$ cat config.mk
export PLATFORM = sky130hd
export DESIGN_NAME = twiddle_mask_addr
export DESIGN_NICKNAME = d
export VERILOG_FILES = /design/src/rtl/twiddle_mask_addr.sv
export SDC_FILE = /design/constraint.sdc
export NUM_CORES = 1
export LEC_CHECK = 0
export ABC_AREA = 1
export CAP_MARGIN = 20
export CORE_AREA = 2 2 39 41
export DETAILED_ROUTE_END_ITERATION = 10
export DIE_AREA = 0 0 41 43
export RECOVER_POWER = 50
export SLEW_MARGIN = 20
export SYNTH_ARGS = -nofsm -noshare
export SYNTH_HDL_FRONTEND = slang
export SYNTH_SLANG_ARGS = --single-unit
$ cat constraint.sdc
create_clock -name clk -period 1.19 [get_ports clk]
set_input_delay 0.238 -clock clk [delete_from_list [all_inputs] [get_ports clk]]
set_output_delay 0.238 -clock clk [all_outputs]
set_load 0.02 [all_outputs]
$ cat src/rtl/twiddle_mask_addr.sv
module twiddle_mask_addr #(
  parameter int LOG2N = 4,
  localparam int IW = LOG2N - 1,
  localparam int SW = $clog2(LOG2N + 1)
) (
  input  logic          clk,
  input  logic          rst_n,
  input  logic          stage_start,
  input  logic [SW-1:0] stage_num,
  input  logic          advance,
  output logic [IW-1:0] tw_idx,
  output logic          tw_valid,
  output logic          pair_shared
);

  logic [IW-1:0] ptr;
  logic [IW-1:0] mask;
  logic [SW-1:0] stage_q;
  logic [SW-1:0] stage_cl;
  logic          step;

  assign stage_cl = (stage_num == '0) ? SW'(1) :
                    (int'(stage_num) > LOG2N) ? SW'(LOG2N) : stage_num;
  assign step        = advance && !stage_start;
  assign pair_shared = (int'(stage_q) != LOG2N);

  for (genvar i = 0; i < IW; i++) begin : g_mask
    assign mask[i] = (int'(stage_q) + i >= LOG2N);
  end

  always_ff @(posedge clk or negedge rst_n) begin
    if (!rst_n) begin
      stage_q  <= SW'(1);
      ptr      <= '0;
      tw_idx   <= '0;
      tw_valid <= 1'b0;
    end else begin
      tw_valid <= step;
      if (stage_start) begin
        stage_q <= stage_cl;
        ptr     <= '0;
      end else if (advance) begin
        tw_idx <= ptr & mask;
        ptr    <= ptr + 1'b1;
      end
    end
  end

  AST_VALID_AFTER_STEP: assert property (@(posedge clk) disable iff (!rst_n)
    tw_valid |-> $past(advance && !stage_start));
  AST_IDX_HOLDS: assert property (@(posedge clk) disable iff (!rst_n)
    !$past(advance && !stage_start) |-> $stable(tw_idx));
  AST_STAGE1_ZERO: assert property (@(posedge clk) disable iff (!rst_n)
    (tw_valid && int'(stage_q) == 1 && !$past(stage_start)) |-> tw_idx == '0);
  AST_PAIR_EVEN: assert property (@(posedge clk) disable iff (!rst_n)
    (tw_valid && pair_shared && !$past(stage_start)) |-> !tw_idx[0]);
  AST_RESTART: assert property (@(posedge clk) disable iff (!rst_n)
    $past(stage_start) |-> (ptr == '0));

endmodule

# Word level (Yosys, flattened, before mapping)
# Index checks and enable logic that the tools add are counted.
op_classes:
  n_addsub: 3
  n_lt_le_gt_ge: 4
  eq_ne: 1
  n_mux: 4
  bitwise_logic: 2
  reduce_logical: 5
ops:
  columns: ["op", "n"]
  rows:
  - ["2-to-1 mux 3 bit", 4]
  - ["greater-or-equal comparator 4 x 3 -> 1 bit (second input constant)", 2]
  - ["adder 3 x 1 -> 4 bit (second input constant)", 1]
  - ["adder 3 x 2 -> 4 bit (second input constant)", 1]
  - ["adder 3 x 1 -> 3 bit (second input constant)", 1]
  - ["AND 3 bit", 1]
  - ["greater-or-equal comparator 3 bit (second input constant)", 1]
  - ["> comparator 3 bit (second input constant)", 1]
  - ["zero test 3 bit", 1]
  - ["!= test 3 bit (second input constant)", 1]
  - ["AND reduction 2 bit", 1]
  - ["nonzero test 2 bit", 1]
  - ["logical AND 1 bit", 1]
  - ["zero test 1 bit", 1]
  - ["inverter 1 bit", 1]
totals:
  reg_bits: 10
  inputBits: 7
  out_inout_bits: 5
  word_cells: 23

# Longest topological paths before layout
depth:
  word_depth: 3
  ltp_mapped: 4
  ltp_nobuf: 4

# Worst setup path after synthesis
# Ideal clock, no wire load.
synth_timing:
  kind: "register to output"
  start: "register stage_q[0]"
  end: "output pair_shared"
  t_arrival_ns: 0.705
  t_required_ns: 0.952
  path_slack_ns: 0.247
  stages_incl_launch_ff: 3
  path_buffers: 0
  cell_sequence: "dfstp_2 -> nor2_1 -> nand2_1"
synth_between:
  elab_chain_len: 1
synth_lines:
  columns: ["element", "line_no", "source"]
  rows:
  - ["from (decl)", "18", "logic [SW-1:0] stage_q;"]
  - ["from (signal assigned)", "40", "stage_q <= stage_cl;"]
  - ["!= test 3 bit", "25", "assign pair_shared = (int'(stage_q) != LOG2N);"]
  - ["to (decl)", "13", "output logic pair_shared"]
# Every way passes these cells.

# Worst setup path in the final report
# Ends and elaborated chain as after synthesis.

==> flow_summary.ini <==
[timing]
max_slew_margin = 0.6405
fin_skew_ns = 0.001782
rsz0062_at_grt = yes
hold_viol_final = 0
setup_viol = 1
worst_slew_pin_slew_ns = 0.5392
fin_crit_sh = 1.046
fin_ws_ns = -0.05476
slew_viol_final = 0
timing.setup.tns_ns = -0.05476
fmax_mhz = 803.4
period_needed_ns = 1.245

[drt]
num_vias = 379
drtIter0Drc = 3
vias_per_cell = 4.459
wirelength_um = 878
dr.pass1.iters = 2
wl_per_cell_um = 10.33
drc = 0
ant_nets = 0

[clock_network]
cts_buffer_depth = 2
clk_latency_ns = 0.26
cts_tree = built
cts_setup_buffers = 0
numClockSinks = 10
clockRootBuffer = clkbuf_4
clkSlewWorstSetupHoldPaths_ns = 0.07
cts_made_buffers = 3
htree_num_levels = 1

[critical_path]
criticalPathCategory = reg -> out
path_buf_inv = 1
worst_path_max_delay_cell = dfstp_2
cp_top_family = flip-flops
required_ns = 0.95
max_stage_delay_ns = 0.54
end_kind = primary output
cp_max_fo = 2
crit_arrival_ns = 1.01
crit_chain = nor2_2, nand2_1, buf_6
start_kind = register

[cells_and_area]
layout.nets = 78
diodes = 0
layout_common_cells = 18 x nand2_1, 9 x dfrtp_1, 4 x o21ai_0, 4 x clkdlybuf4s50_1, 4 x buf_4
final_cells = 85
final_common_cell = nand2_1
drive_gt1_frac = 0.2464
area_growth_pct = 42.24

[die]
rows = 14
dieArea_um2 = 1763
ioPinCount = 12
coreArea_um2 = 1384
fp.dieW_um = 41
die-height_um = 43
initial_core_util = 0.3146

[hold_path]
hp-class = in -> async

[yosys]
netlist_instances = 49
synth_top_family_by_area = simple AND/OR/NAND/NOR gates
ys_types = 12
syn_area_per_cell_um2 = 8.886
syn_nets = 57
synth_compound_area_frac = 0.06897
synthAdderAreaFrac = 0.02874
seq_area_frac_synth = 0.5776
synth_xor_area_frac = 0
synth_seq_cells = 10
yosysWarnings = 0
synth-simple-area-share = 0.2816
synthMuxAreaShare = 0
synth_area_um2 = 435.4

[grt]
grt_max_degree = 11
grt_util_all_layers = 0.1169
gr-total-overflow = 0
grt_pass1_vias = 319
antenna_found_initial = 0
grt_pass1_wl_mm = 1.283

[place]
port_buffers = 11
placed_cells = 81
place_congestion = 0.7319

[power_and_ir_drop]
power.density_nw_per_um2 = 1226
p_leak_uw = 0.0003157
irDropWorstVdd_mv = 0.5689
total_power_uw = 759.6

[flow_run]
max-cap-violations = 0

[run_status]
violations = negative setup slack
status = complete, but fails checks
[area by class of cell]
| cell class | instances | area [µm²] |
|---|---|---|
| clock buffer | 4 | 26.28 |
| fill | 152 | 764.5 |
| inverter | 5 | 18.77 |
| multi-input combinational | 34 | 167.7 |
| sequential | 10 | 251.5 |
| tap | 16 | 20.02 |
| timing repair buffer | 16 | 135.1 |
[kinds of logic after synthesis]
| kind of cell | after synthesis |
|---|---|
| adder cells (fa/ha/maj) | 1 |
| AO/OA/AOI/OAI | 6 |
| flip-flops | 10 |
| AND/OR/NAND/NOR | 27 |
| buffers and inverters | 5 |
[routing by layer]
metal | track usage | routed length, µm | part of all wire | vias up
met1 | 0.1204 | 380 | 0.43 | 170
met2 | 0.1719 | 437 | 0.50 | 11
met3 | 0.07853 | 47 | 0.054 | 2
li1 | - | - | - | 196
met4 | 0.06000 | 14 | 0.016 | 0
met5 | 0 | 0 | 0 | -
[through the flow]
stage | hold slack (ns) | instance area (µm²) | util | worst slack, ns
after CTS | 0.2477 | 629.4 | 0.4548 | -0.06471
after detailed placement | 0.4713 | 603.1 | 0.4358 | -0.2356
after global placement | 0.4633 | 603.1 | 0.4358 | -0.2220
after floorplan | -0.05759 | 435.4 | - | 0.2475
after global routing | 0.5030 | 619.3 | 0.4476 | -0.1044
final | 0.4556 | 619.3 | 0.4476 | -0.05476
[path summary, 6_finish.rpt]
check | start | slack [ns] | to | cells after the start
worst max-delay path | stage_q[0]$_DFFE_PN1P_ | -0.05 | pair_shared | 3
worst min-delay path | rst_n | 0.46 | ptr[2]$_DFFE_PN0P_ | 2
worst max register to register | ptr[0]$_DFFE_PN0P_ | 0.25 | ptr[1]$_DFFE_PN0P_ | 3
min in group clk | tw_idx[2]$_DFFE_PN0P_ | 0.48 | tw_idx[2]$_DFFE_PN0P_ | 2
worst min register to register | tw_idx[2]$_DFFE_PN0P_ | 0.48 | tw_idx[2]$_DFFE_PN0P_ | 2
max in group asynchronous | rst_n | 0.37 | stage_q[0]$_DFFE_PN1P_ | 2
[worst reg2reg max path: stages (launching register included)]
cell	delay (ns)
dfrtp_1	0.42
ha_1	0.30
nand2_1	0.06
nand2_1	0.05
[cell usage after synthesis]
library cell | n | area, µm²
inv_2 | 2 | 7.510
nand2_2 | 1 | 6.260
dfstp_2 | 1 | 26.28
ha_1 | 1 | 12.51
dfrtp_1 | 9 | 225.2
nor2_1 | 3 | 11.26
nor2_4 | 2 | 22.52
nand3_1 | 3 | 15.01
a21oi_1 | 2 | 10.01
o21ai_0 | 4 | 20.02
nand2_1 | 18 | 67.56
inv_1 | 3 | 11.26
[flip-flops by register name, summed over array words and instances (netlist names)]
signal and count:
ptr 3, stage_q 3, tw_idx 3, tw_valid 1
[power by group]
part           total (µW)  switching (µW)  internal, µW
clock                 246             116           130
sequential            380            15.1           365
combinational         134            70.2          63.4
[what timing repair did]
action,in CTS,in global routing
endpoints found under the hold margin,0,0
endpoints found under the setup margin,5,4
pin swaps,1,0
resized for setup,13,4
hold buffers,0,0
No activity file was read; power rests on OpenSTA's default activity.
